<file path="config.mk">
export PLATFORM = sky130hd
export DESIGN_NAME = jn_engine
export DESIGN_NICKNAME = d
export VERILOG_FILES = /design/src/rtl/jn_pkg.sv /design/src/rtl/jn_cmp.sv /design/src/rtl/jn_pick.sv /design/src/rtl/jn_outreg.sv /design/src/rtl/jn_engine.sv
export SDC_FILE = /design/constraint.sdc
export NUM_CORES = 1
export LEC_CHECK = 0
export BUFFER_PORTS_ARGS = -buffer_cell sky130_fd_sc_hd__buf_2
export CORE_MARGIN = 2
export CORE_UTILIZATION = 55
export DETAILED_ROUTE_END_ITERATION = 16
export PLACE_DENSITY = 0.85
export SLEW_MARGIN = 20
export SYNTH_ARGS = -nofsm -noshare
export SYNTH_HDL_FRONTEND = slang
export SYNTH_SLANG_ARGS = --single-unit
</file>
<file path="constraint.sdc">
create_clock -name clk -period 4.8 [get_ports clk]
set_input_delay 0.72 -clock clk [delete_from_list [all_inputs] [get_ports clk]]
set_output_delay 0.72 -clock clk [all_outputs]
set_load 0.03 [all_outputs]
</file>
<file path="src/rtl/jn_pkg.sv">
// Shared encodings for the join copy engine.
// Assumes: side 0 is left, polarity 1 is add.
package jn_pkg;
    localparam logic SIDE_L = 1'b0;
    localparam logic SIDE_R = 1'b1;

    localparam logic [2:0] OP_EQ = 3'd0;
    localparam logic [2:0] OP_NE = 3'd1;
    localparam logic [2:0] OP_LT = 3'd2;
    localparam logic [2:0] OP_LE = 3'd3;
    localparam logic [2:0] OP_GT = 3'd4;
    localparam logic [2:0] OP_GE = 3'd5;

    typedef enum logic [2:0] {
        ST_IDLE = 3'd0,
        ST_PASS = 3'd1,
        ST_SCAN = 3'd2,
        ST_DONE = 3'd3,
        ST_WAIT = 3'd4
    } jn_state_e;
endpackage

</file>
<file path="src/rtl/jn_cmp.sv">
// Relational test between a left and a right attribute value.
// Assumes unsigned values; codes outside the defined set never pass.
module jn_cmp
    import jn_pkg::*;
#(
    parameter int VAL_W = 8
) (
    input  logic [2:0]       op,
    input  logic [VAL_W-1:0] lval,
    input  logic [VAL_W-1:0] rval,
    output logic             pass
);
    // Evaluate the selected comparison
    always_comb begin
        case (op)
            OP_EQ:   pass = (lval == rval);
            OP_NE:   pass = (lval != rval);
            OP_LT:   pass = (lval <  rval);
            OP_LE:   pass = (lval <= rval);
            OP_GT:   pass = (lval >  rval);
            OP_GE:   pass = (lval >= rval);
            default: pass = 1'b0;
        endcase
    end
endmodule

</file>
<file path="src/rtl/jn_pick.sv">
// Finds the lowest set bit of a request vector.
// Assumes N >= 2; idx is zero when nothing is set.
module jn_pick #(
    parameter int N  = 16,
    localparam int IW = $clog2(N)
) (
    input  logic [N-1:0]  req,
    output logic          found,
    output logic [IW-1:0] idx
);
    // Priority search, lowest index wins
    always_comb begin
        found = |req;
        idx   = '0;
        for (int i = N - 1; i >= 0; i--) begin
            if (req[i]) idx = IW'(i);
        end
    end
endmodule

</file>
<file path="src/rtl/jn_outreg.sv">
// Single-stage result register with valid/ready.
// Assumes the producer stalls whenever load_ok is low and it has data.
module jn_outreg #(
    parameter int W = 23
) (
    input  logic         clk,
    input  logic         rst_n,
    input  logic         push,
    input  logic [W-1:0] din,
    output logic         load_ok,
    output logic         out_valid,
    input  logic         out_ready,
    output logic [W-1:0] dout
);
    assign load_ok = !out_valid || out_ready;

    // Load a new result when the slot is free or being drained
    always_ff @(posedge clk) begin
        if (!rst_n) begin
            out_valid <= 1'b0;
            dout      <= '0;
        end else if (load_ok) begin
            out_valid <= push;
            if (push) dout <= din;
        end
    end
endmodule

</file>
<file path="src/rtl/jn_engine.sv">
// Join-node copy table with a one-entry-per-clock scan.
// Each token is processed to completion (pass-through, scan, copy
// creation, output drain) before the next command is accepted.
// Assumes at most one generative entry per node.
module jn_engine
    import jn_pkg::*;
#(
    parameter int NODE_W  = 6,
    parameter int VAL_W   = 8,
    parameter int ENTRIES = 16
) (
    input  logic              clk,
    input  logic              rst_n,
    input  logic              in_valid,
    output logic              in_ready,
    input  logic              in_install,
    input  logic [NODE_W-1:0] in_node,
    input  logic              in_side,
    input  logic              in_add,
    input  logic [VAL_W-1:0]  in_val,
    input  logic [2:0]        in_op,
    input  logic              in_neg,
    input  logic [NODE_W-1:0] in_dest,
    output logic              out_valid,
    input  logic              out_ready,
    output logic [NODE_W-1:0] out_node,
    output logic              out_add,
    output logic [VAL_W-1:0]  out_lval,
    output logic [VAL_W-1:0]  out_rval,
    output logic              ovf
);
    localparam int IW   = $clog2(ENTRIES);
    localparam int PW   = NODE_W + 1 + 2 * VAL_W;
    localparam logic [IW-1:0] LAST = IW'(ENTRIES - 1);

    // Table storage
    logic [ENTRIES-1:0] tbl_used;
    logic [ENTRIES-1:0] tbl_live;
    logic [ENTRIES-1:0] tbl_gen;
    logic [ENTRIES-1:0] tbl_side;
    logic [ENTRIES-1:0] tbl_neg;
    logic [2:0]         tbl_op   [ENTRIES];
    logic [NODE_W-1:0]  tbl_node [ENTRIES];
    logic [NODE_W-1:0]  tbl_dest [ENTRIES];
    logic [VAL_W-1:0]   tbl_val  [ENTRIES];

    // Token under processing
    jn_state_e          state;
    logic [IW-1:0]      idx;
    logic               del_done;
    logic [NODE_W-1:0]  t_node;
    logic               t_side;
    logic               t_add;
    logic [VAL_W-1:0]   t_val;

    // Finders
    logic [ENTRIES-1:0] gen_req;
    logic               gen_found, free_found;
    logic [IW-1:0]      gen_idx, free_idx;

    // Mark entries that are the generative copy of the current node
    for (genvar g = 0; g < ENTRIES; g++) begin : g_genreq
        assign gen_req[g] = tbl_used[g] && tbl_gen[g] && (tbl_node[g] == t_node);
    end

    jn_pick #(.N(ENTRIES)) u_gen_pick (
        .req   (gen_req),
        .found (gen_found),
        .idx   (gen_idx)
    );

    jn_pick #(.N(ENTRIES)) u_free_pick (
        .req   (~tbl_used),
        .found (free_found),
        .idx   (free_idx)
    );

    // Scan entry evaluation
    logic              ent_hit, ent_opp, test_ok;
    logic [VAL_W-1:0]  ent_l, ent_r;

    // Classify the entry under the scan pointer
    always_comb begin
        ent_hit = tbl_used[idx] && tbl_live[idx] && (tbl_node[idx] == t_node);
        ent_opp = (tbl_side[idx] != t_side);
        ent_l   = (tbl_side[idx] == SIDE_L) ? tbl_val[idx] : t_val;
        ent_r   = (tbl_side[idx] == SIDE_L) ? t_val : tbl_val[idx];
    end

    jn_cmp #(.VAL_W(VAL_W)) u_cmp (
        .op   (tbl_op[idx]),
        .lval (ent_l),
        .rval (ent_r),
        .pass (test_ok)
    );

    // Emission and output stage
    logic          emit_pass, emit_scan, emit, load_ok, advance, del_hit;
    logic [PW-1:0] res_din, res_dout;

    // Decide what, if anything, is emitted this cycle
    always_comb begin
        emit_pass = (state == ST_PASS) && gen_found && tbl_neg[gen_idx] && (t_side == SIDE_L);
        emit_scan = (state == ST_SCAN) && ent_hit && ent_opp && test_ok;
        emit      = emit_pass || emit_scan;
        advance   = !emit || load_ok;
        del_hit   = (state == ST_SCAN) && ent_hit && !ent_opp && !t_add
                    && !del_done && (tbl_val[idx] == t_val);
        if (emit_pass)
            res_din = {tbl_dest[gen_idx], t_add, t_val, {VAL_W{1'b0}}};
        else
            res_din = {tbl_dest[idx], t_add ^ tbl_neg[idx], ent_l, ent_r};
    end

    jn_outreg #(.W(PW)) u_out (
        .clk       (clk),
        .rst_n     (rst_n),
        .push      (emit),
        .din       (res_din),
        .load_ok   (load_ok),
        .out_valid (out_valid),
        .out_ready (out_ready),
        .dout      (res_dout)
    );

    assign {out_node, out_add, out_lval, out_rval} = res_dout;
    assign in_ready = (state == ST_IDLE);

    // Command sequencing and table updates
    always_ff @(posedge clk) begin
        if (!rst_n) begin
            state    <= ST_IDLE;
            idx      <= '0;
            del_done <= 1'b0;
            ovf      <= 1'b0;
            t_node   <= '0;
            t_side   <= 1'b0;
            t_add    <= 1'b0;
            t_val    <= '0;
            tbl_used <= '0;
            tbl_live <= '0;
            tbl_gen  <= '0;
            tbl_side <= '0;
            tbl_neg  <= '0;
            for (int i = 0; i < ENTRIES; i++) begin
                tbl_op[i]   <= '0;
                tbl_node[i] <= '0;
                tbl_dest[i] <= '0;
                tbl_val[i]  <= '0;
            end
        end else begin
            ovf <= 1'b0;
            case (state)
                ST_IDLE: begin
                    if (in_valid && in_install) begin
                        if (free_found) begin
                            tbl_used[free_idx] <= 1'b1;
                            tbl_live[free_idx] <= 1'b1;
                            tbl_gen[free_idx]  <= 1'b1;
                            tbl_side[free_idx] <= in_side;
                            tbl_neg[free_idx]  <= in_neg;
                            tbl_op[free_idx]   <= in_op;
                            tbl_node[free_idx] <= in_node;
                            tbl_dest[free_idx] <= in_dest;
                            tbl_val[free_idx]  <= in_val;
                        end else begin
                            ovf <= 1'b1;
                        end
                    end else if (in_valid) begin
                        t_node   <= in_node;
                        t_side   <= in_side;
                        t_add    <= in_add;
                        t_val    <= in_val;
                        idx      <= '0;
                        del_done <= 1'b0;
                        state    <= ST_PASS;
                    end
                end
                ST_PASS: begin
                    if (advance) state <= ST_SCAN;
                end
                ST_SCAN: begin
                    if (advance) begin
                        if (del_hit) begin
                            if (tbl_gen[idx]) tbl_live[idx] <= 1'b0;
                            else              tbl_used[idx] <= 1'b0;
                            del_done <= 1'b1;
                        end
                        if (idx == LAST) state <= ST_DONE;
                        else             idx   <= idx + 1'b1;
                    end
                end
                ST_DONE: begin
                    if (t_add && gen_found) begin
                        if (free_found) begin
                            tbl_used[free_idx] <= 1'b1;
                            tbl_live[free_idx] <= 1'b1;
                            tbl_gen[free_idx]  <= 1'b0;
                            tbl_side[free_idx] <= t_side;
                            tbl_neg[free_idx]  <= tbl_neg[gen_idx];
                            tbl_op[free_idx]   <= tbl_op[gen_idx];
                            tbl_node[free_idx] <= t_node;
                            tbl_dest[free_idx] <= tbl_dest[gen_idx];
                            tbl_val[free_idx]  <= t_val;
                        end else begin
                            ovf <= 1'b1;
                        end
                    end
                    state <= ST_WAIT;
                end
                ST_WAIT: begin
                    if (!out_valid || out_ready) state <= ST_IDLE;
                end
                default: state <= ST_IDLE;
            endcase
        end
    end
endmodule

</file>
Word-level counts from Yosys, hierarchy flattened
Memories as Yosys holds them, arrays and structs flattened. A register that Yosys moved wholly into a read port is not among the register bits.
Cells that the tools add are included.
Storage, ports and cells
  register bits: 129
  RAM bits: 368
  input bits: 31
  logic and storage cells: 305
  memories kept: 4
Cells by class
  $add $sub $neg: 1
  order comparisons: 9
  equal/unequal tests: 45
  mux-type cells: 140
  bitwise operators: 16
  reductions and logical operators: 75
Memories
  tbl_val: depth 16, bits a word 8, rd ports 1, clocked after Yosys merged registers in 1, write ports 16, RTL line jn_engine.sv:45  | logic [VAL_W-1:0] tbl_val [ENTRIES];
  tbl_dest: depth 16, bits a word 6, rd ports 2, clocked after Yosys merged registers in 1, write ports 16, RTL line jn_engine.sv:44  | logic [NODE_W-1:0] tbl_dest [ENTRIES];
  tbl_node: depth 16, bits a word 6, rd ports 17, clocked after Yosys merged registers in 1, write ports 16, RTL line jn_engine.sv:43  | logic [NODE_W-1:0] tbl_node [ENTRIES];
  tbl_op: depth 16, bits a word 3, rd ports 2, clocked after Yosys merged registers in 1, write ports 16, RTL line jn_engine.sv:42  | logic [2:0] tbl_op [ENTRIES];
Operators with widths (number)
  $mux 16: 24
  $mux 4: 48
  $eq 6x6->1: 17
  $pmux 16 s2: 3
  $pmux 16 s3: 2
  $bwmux 16: 4
  $and 16x16->16: 3
  $logic_and 1x1->1: 48
  $not 16->16: 3
  $or 16x16->16: 3
  $mux 8: 4
  $reduce_or 16->1: 2
  $mux 1: 29
  $bmux 1 s4: 6
  $mux 3: 8
  $mux 6: 4
  $mux 23: 1
  $ne 2x2->1 const B: 10
  $reduce_and 6->1: 3
  $eq 8x8->1: 2
  $lt 4x5->1 const B: 3
  $pmux 3 s5: 1
  $reduce_and 5->1: 3
  $eq 3x2->1 const B: 4
  other kinds (29): 51

Depth between registers and ports, before layout
Gate-level depths: netlist of the first run.
  depth in word-level cells: 29
  mapped depth: 22

Modules after synthesis
From an unflattened synthesis of the first run, not the netlist that was laid out.
Unflattened totals
  cells, all modules: 2146
  area, all modules: 25754.7 µm²
By module, submodules not included
  jn_engine: instances 1, cells an instance 1939, area an instance 24133.1 µm², seq. area each 13232.7 µm²
  jn_outreg: instances 1, cells an instance 105, area an instance 989.7 µm², seq. area each 480.5 µm²
  jn_pick: instances 2, cells an instance 34, area an instance 176.4 µm², seq. area each 0.0 µm²
  jn_cmp: instances 1, cells an instance 34, area an instance 279.0 µm², seq. area each 0.0 µm²

Worst setup path after synthesis of the first run
Ideal clock, no wire load.
  kind: reg-to-reg
  start: register with a tool-made name
  end: register with a tool-made name
  library setup time: 0.058 ns
  data arrival time: 5.283 ns
  required time: 4.742 ns
  slack: -0.541 ns
  stages on the path, launching flop included: 21
  path buffers: 5
  period minus slack after synthesis: 5.341 ns
  cell sequence: dfxtp_1 buf_2 buf_2 buf_2 buf_1 mux4_2 mux4_2 mux2_2 ha_1 nor2b_1 o21a_1 o21ai_0 a211oi_1 a31oi_1 a31o_2 o311ai_0 or2_2 clkbuf_1 nand2_1 nor4_1 o21a_1

Worst setup path after layout of the first run
  start: register tbl_used[12]
  end: register u_out.dout[8]
Between the ends
  longest elaborated chain between the ends: 21
Ends and longest elaborated chain
  start, declared: RTL line jn_engine.sv:37  | logic [ENTRIES-1:0] tbl_used;
  start signal, assigned: RTL line jn_engine.sv:140  | tbl_used <= '0;
  start signal, assigned by index: RTL line jn_engine.sv:157  | tbl_used[free_idx] <= 1'b1;
  start signal, assigned by index: RTL line jn_engine.sv:186  | else tbl_used[idx] <= 1'b0;
  $logic_and 1x1->1 (2 in series): RTL line jn_engine.sv:63  | assign gen_req[g] = tbl_used[g] && tbl_gen[g] && (tbl_node[g] == t_node);
  $mux 4 (13 in series): RTL line jn_pick.sv:16  | if (req[i]) idx = IW'(i);
  $bmux 1 s4: RTL line jn_engine.sv:103  | emit_pass = (state == ST_PASS) && gen_found && tbl_neg[gen_idx] && (t_side == SIDE_L);
  $mux 1 (not written as such): RTL line jn_engine.sv:103
  $logic_and 1x1->1 (2 in series): RTL line jn_engine.sv:103
  $logic_or 1x1->1: RTL line jn_engine.sv:105  | emit = emit_pass || emit_scan;
  $reduce_and 2->1 (no line)
  end signal, assigned: RTL line jn_outreg.sv:24  | if (push) dout <= din;
  end, declared: RTL line jn_outreg.sv:13  | output logic [W-1:0] dout
Several ways; a longest one is shown, not always the timed one. The select of a mux whose other input is x is not followed.
A chain may end at the register's enable or synchronous reset.

==> flow_summary.ini, run 1 <==
[outcome]
outcome = finished, final reports clean

[critical_path]
r2r-end = u_out.dout[8]$_SDFFE_PN0P_
r2r_setup_slack_ps = 130
slowest_delay_ps = 680
reg2reg_depth = 12
r2r_start = tbl_used[12]$_SDFFE_PN0P_
start_kind = register
end_kind = register
cp.required_ps = 5300
critPathMaxFanout = 16
worst_ep_arrival_time_ps = 5170
path_class = reg -> reg
cp_slowest_cell = o31ai_4
crit_chain = nand2_1, or4_4, nor4_4, and4bb_2, o21ai_1, and2_2, mux4_1, a32o_1, o31ai_4, nor2_4, buf_12, a22o_1

[run]
maxCapViolations = 0

[layout]
antenna_cells = 0
syn2layout_area_growth_pct = 13.3
finalNonFillerCells = 2804
drive_above_1_share_pct = 22.2
fin_nets = 2205
design_area_sq_mm = 0.0286

[place]
gp_congestion = 0.973
io_buffers = 56
placed_area_sq_mm = 0.0269
dpl.hpwl_um = 53100
dp_cells = 2708

[logic_synthesis]
ys_types = 71
synthTopCellsByCount = nor2_1 (427), edfxtp_1 (368), nand2_1 (159)
synth_top_area_cell = edfxtp_1
postSynthAreaPerCell_sq_um = 12.1
yosys-top-cells-area = edfxtp_1 (44%), mux4_2 (14%), dfxtp_1 (11%)
synth.cell_area_sq_mm = 0.0253
synth_flop_cell = edfxtp_1
synth-seq-cells = 501
ys_seq_area_share_pct = 54.3
synth_top_cell_area_share_pct = 43.8
ys_async_sr_fraction_pct = 0
synth_warnings = 0
syn-num-nets = 2132
synth_cells = 2089
synth_edf_count = 368
yosysMostFrequentCell = nor2_1

[timing]
finalClockSkew_ps = 22.4
tightest_slew_ps = 833
period_needed_ps = 4670
fin_crit_sh_pct = 97.3
fmax_ghz = 0.214
hold_viol = 0
final_max_slew_viol_count = 0
setup_viol_count_final = 0
tns_ps = 0
slew_headroom_pct = 44.4

[routing]
vias = 19500
dr.pass1.iters = 6
via_per_inst = 6.96
drt_wl_total_um = 83600
drc_errors = 0
drtIter0Drc = 2896
detail-route-antenna-nets = 0
routedWlPerCell_um = 29.8

[floorplan]
core-area_sq_mm = 0.0454
rows = 78
io_pins = 57
die-area_sq_mm = 0.0477
start_util_pct = 55.7
fp.dieH_um = 218
fp.dieW_um = 218

[clock_tree]
ctsHtreeMaxLevel = 2
cts-root-buf = clkbuf_16
clock_sinks = 501
clk_pin_slew_ps = 60
cts_tree = done
insertion_delay_ps = 620
numCtsBuffers = 51
cts_buffer_depth = 3

[power]
ir_drop_mv = 0.303
finalPower_w = 0.00977
power_density_mw_per_mm2 = 341
p_leak_nw = 10.0

[min_path]
holdPathStages = 3
hold_path.class = in -> reg
min-delay-start = in_add
holdPathEnd = t_add$_SDFFE_PN0P_

[global_routing]
antenna_found_initial = 0
globalRouteOverflowTotal = 0
grt_pass1_wl_um = 124000
grt_use_total_pct = 35.6
grt_max_degree = 43
grt_pass1_vias = 19700
-- per-layer routing --
layer | global-route usage [%] | vias to the layer above | part of all wire [%]
met5 | 0 | - | 0
met4 | 23.1 | 0 | 7.4
met3 | 11.0 | 462 | 14
met2 | 56.1 | 1803 | 46
met1 | 42.4 | 9399 | 32
li1 | - | 7848 | -
-- cell usage in the layout, fill, tap and decap left out, drive strengths merged, types with 54 or more instances in the layout --
master    n
mux4    155
nor2    428
buf     185
edfxtp  368
nand2   161
a21oi    54
clkbuf   58
mux2i    71
xor2     59
dfxtp   133
-- state kept, by name, indices dropped and copies added (netlist names), 3 cells and up, named ones only --
register	count
tbl_op	48
tbl_side	16
idx	4
t_node	6
tbl_live	16
u_out.dout	23
t_val	8
tbl_dest	96
state	3
tbl_node	96
tbl_used	16
tbl_val	128
tbl_neg	16
-- final cells by class --
class / instances / area (sq um)
timing repair buffer: 185 / 1570
multi-input combinational: 1393 / 10700
clock inverter: 37 / 399
clock buffer: 58 / 1320
tap: 600 / 751
fill: 3153 / 16800
inverter: 30 / 113
sequential: 501 / 13700
-- cell families after synthesis --
family,count (synthesis),share of synthesized area (%)
and+or+nand+nor,775,13.4
DFF,501,54.3
AOI/OAI and AO/OA,249,6.84
muxes,246,17.5
buffers and inverters,195,3.49
xor gates and xnor gates,111,3.85
adders and majority gates,12,0.594
-- where the power goes --
group / switching (W) / internal, W / leakage, nW
sequential: 0.000111 / 0.00479 / 4.72
combinational: 0.000431 / 0.000277 / 4.43
clock: 0.00179 / 0.00238 / 0.848
total: 0.00233 / 0.00744 / 10.0
-- how the worst max path moves through the flow --
stage / slack, ps / endpoint / cells after the start / start
6_report: 130 / u_out.dout[8]$_SDFFE_PN0P_ / 12 / tbl_used[12]$_SDFFE_PN0P_
5_1_grt: -0.5 / u_out.dout[0]$_SDFFE_PN0P_ / 12 / t_node[4]$_SDFFE_PN0P_
4_1_cts: 80 / register / 16 / register
3_5_place_dp: 110 / u_out.dout[8]$_SDFFE_PN0P_ / 15 / idx[0]$_SDFFE_PN0P_
3_3_place_gp: 180 / u_out.dout[0]$_SDFFE_PN0P_ / 15 / idx[0]$_SDFFE_PN0P_
2_1_floorplan: 40 / u_out.dout[15]$_SDFFE_PN0P_ / 21 / register
-- what timing repair did --
item | in CTS | in global routing
buffers inserted | 0 | 1
gates resized for setup | 0 | 6
hold buffers | 0 | 0
setup endpoints to repair | 0 | 25
-- stage by stage --
stage / setup WS, ps / hold WS, ps / utilization (%)
2_1_floorplan: 41.3 / 429 / -
3_3_place_gp: 184 / 433 / 59.2
3_5_place_dp: 113 / 443 / 59.2
4_1_cts: 79.9 / 337 / 63.0
5_1_grt: -0.529 / 361 / 63.1
6_report: 129 / 358 / 63.1
-- critical path, delay by kind of cell, from the launching register on --
| kind | cells | cell delay, ps |
|---|---|---|
| and+or+nand+nor | 6 | 1730 |
| AOI/OAI and AO/OA | 4 | 1580 |
| muxes | 1 | 570 |
| DFF | 1 | 470 |
| buffers and inverters | 1 | 180 |
Power figures use the tool's default switching activity.
==> run 2, diff against run 1 <==
Settings changed: CORE_UTILIZATION 55 to 35, PLACE_DENSITY 0.85 to 0.62.
==> run 2 against run 1 <==
Against the previous run: wire length up 2.3%; largest power group unchanged; power down 0.32%; non-clock buffer count up 19; sequential share of layout area down 0.88 points; cell count up 13%; clock skew up 2.1 ps; critical endpoint is now idx[3]$_SDFFE_PN0P_; register-to-register slack better by 90 ps.
==> flow_summary.ini, run 2 (synthesis gave the netlist of run 1 again) <==
[power]
ir_drop_mv = 0.258
power_density_mw_per_mm2 = 334
comb_power_share_pct = 7.3
p_leak_nw = 10.1
pwr-share-clk_pct = 42.6
p_int_w = 0.00747
switching_share_pct = 23.4
finalPower_w = 0.00974
pwr-share-seq_pct = 50.2
switchingPower_w = 0.00227

[timing]
final_max_slew_viol_count = 0
finalClockSkew_ps = 24.5
hold_viol = 0
period_needed_ps = 4590
setup_viol_count_final = 0
fin_crit_sh_pct = 95.5
grt_setup_unrepaired = false
slew_headroom_pct = 30.2
tns_ps = 0
tightest_slew_ps = 1040
fmax_ghz = 0.218

[routing]
drc_errors = 0
drt_wl_total_um = 85500
routedWlPerCell_um = 26.9
via_per_inst = 5.91
vias = 18700
drtIter0Drc = 2383
dr.pass1.iters = 6
detail-route-antenna-nets = 0

[clock_tree]
cts_tree = done
cts_buffer_depth = 3
ctsHtreeMaxLevel = 2
clock_sinks = 501
clk_pin_slew_ps = 60
insertion_delay_ps = 610
postCtsHoldBufs = 0
numCtsBuffers = 51
cts-root-buf = clkbuf_16

[layout]
fin_nets = 2224
syn2layout_area_growth_pct = 15.5
largest_register = tbl_val
nFillCells = 6633
largest_register_ffs = 128
design_area_sq_mm = 0.0292
antenna_cells = 0
reg_top3 = tbl_val x128, tbl_dest x96, tbl_node x96
layout_commonest_cell = nor2_1
drive_above_1_share_pct = 22.5
finalCoreUtilization_pct = 40.8
final_cell_mix = nor2_1 (426), edfxtp_1 (368), nand2_1 (159), mux4_2 (154), dfxtp_1 (129)

[global_routing]
grt_pass1_vias = 18600
antenna_found_initial = 1
globalRouteOverflowTotal = 0
grt_pass1_wl_um = 125000
grt_use_total_pct = 22.7
grt_max_degree = 53

[critical_path]
start_kind = register
cp.required_ps = 5340
worst_ep_arrival_time_ps = 5130
end_kind = register
reg2reg_depth = 16
path_class = reg -> reg
r2r_setup_slack_ps = 210
critPathMaxFanout = 24

[floorplan]
core-area_sq_mm = 0.0715
die-area_sq_mm = 0.0743
fp.dieH_um = 273
start_util_pct = 35.3
fp.dieW_um = 273
io_pins = 57
rows = 98

[min_path]
holdPathStages = 3
hold_path.class = in -> reg

[outcome]
outcome = finished, final reports clean

[place]
placed_area_sq_mm = 0.0273
gp_congestion = 0.934
dpl.hpwl_um = 55700
io_buffers = 56

[run]
maxCapViolations = 0
==> run 2: cell types whose count changed in the layout (fill, tap and decap cells not counted), moves of 2 or more <==
cell | before | now
buf_4 | 103 | 121
clkinv_2 | 18 | 10
clkbuf_1 | 6 | 12
buf_12 | 26 | 22
buf_6 | 0 | 3
clkbuf_8 | 0 | 2
inv_16 | 2 | 0
==> run 2: power groups by stage <==
stage	Sequential, W	Combinational, W	Clock (W)
2_1_floorplan	0.00493	0.000434	0
3_3_place_gp	0.00497	0.000677	0
3_5_place_dp	0.00497	0.000685	0
4_1_cts	0.00488	0.000689	0.00417
5_1_grt	0.00490	0.000744	0.00434
6_report	0.00489	0.000707	0.00415
==> run 2: critical path, cell delays in order (launching register included) <==
cell	delay, ps
dfxtp_4	370
buf_12	150
buf_16	220
mux4_2	530
mux4_2	540
mux2_2	300
ha_1	300
o21ai_0	110
a211oi_1	260
a31oi_1	160
a31o_2	260
o311ai_2	340
buf_4	190
or2_2	170
nand2_1	150
nor4_2	320
o21a_1	160
==> run 2: path summary, 6_finish.rpt <==
kind	startpoint	end
max reg2reg	register	idx[3]$_SDFFE_PN0P_
min reg2reg	u_out.dout[1]$_SDFFE_PN0P_	u_out.dout[1]$_SDFFE_PN0P_
min	in_node[2]	t_node[2]$_SDFFE_PN0P_
max	register	idx[3]$_SDFFE_PN0P_
==> run 2: metrics by stage <==
stage	setup slack [ps]	hold slack, ps	std cells
after CTS	9.80	335	3159
after global routing	5.65	355	3172
after floorplan	41.3	429	2089
after global placement	30.8	433	3065
final	215	362	3172
after detailed placement	-51.5	440	3065
==> run 2: what timing repair did <==
item | 4_1_cts | 5_1_grt
resized for setup | 1 | 13
setup buffers | 0 | 13
pin swaps | 0 | 2
endpoints found under the setup margin | 17 | 32
==> run 2: cell type report <==
| class | instances | area (sq um) | area share (%) |
|---|---|---|---|
| Multi-Input combinational cell | 1393 | 10700 | 36.8 |
| Clock inverter | 28 | 339 | 1.16 |
| Timing Repair Buffer | 204 | 1710 | 5.85 |
| Clock buffer | 66 | 1370 | 4.71 |
| Sequential cell | 501 | 13700 | 47.1 |
| Inverter | 30 | 113 | 0.386 |
| Tap cell | 950 | 1190 | 4.08 |
==> run 2: layer usage <==
layer	part of all wire, %	global-route usage (%)
met4	4.2	8.85
met3	10	4.15
met1	38	29.7
met5	0	0
met2	47	37.5
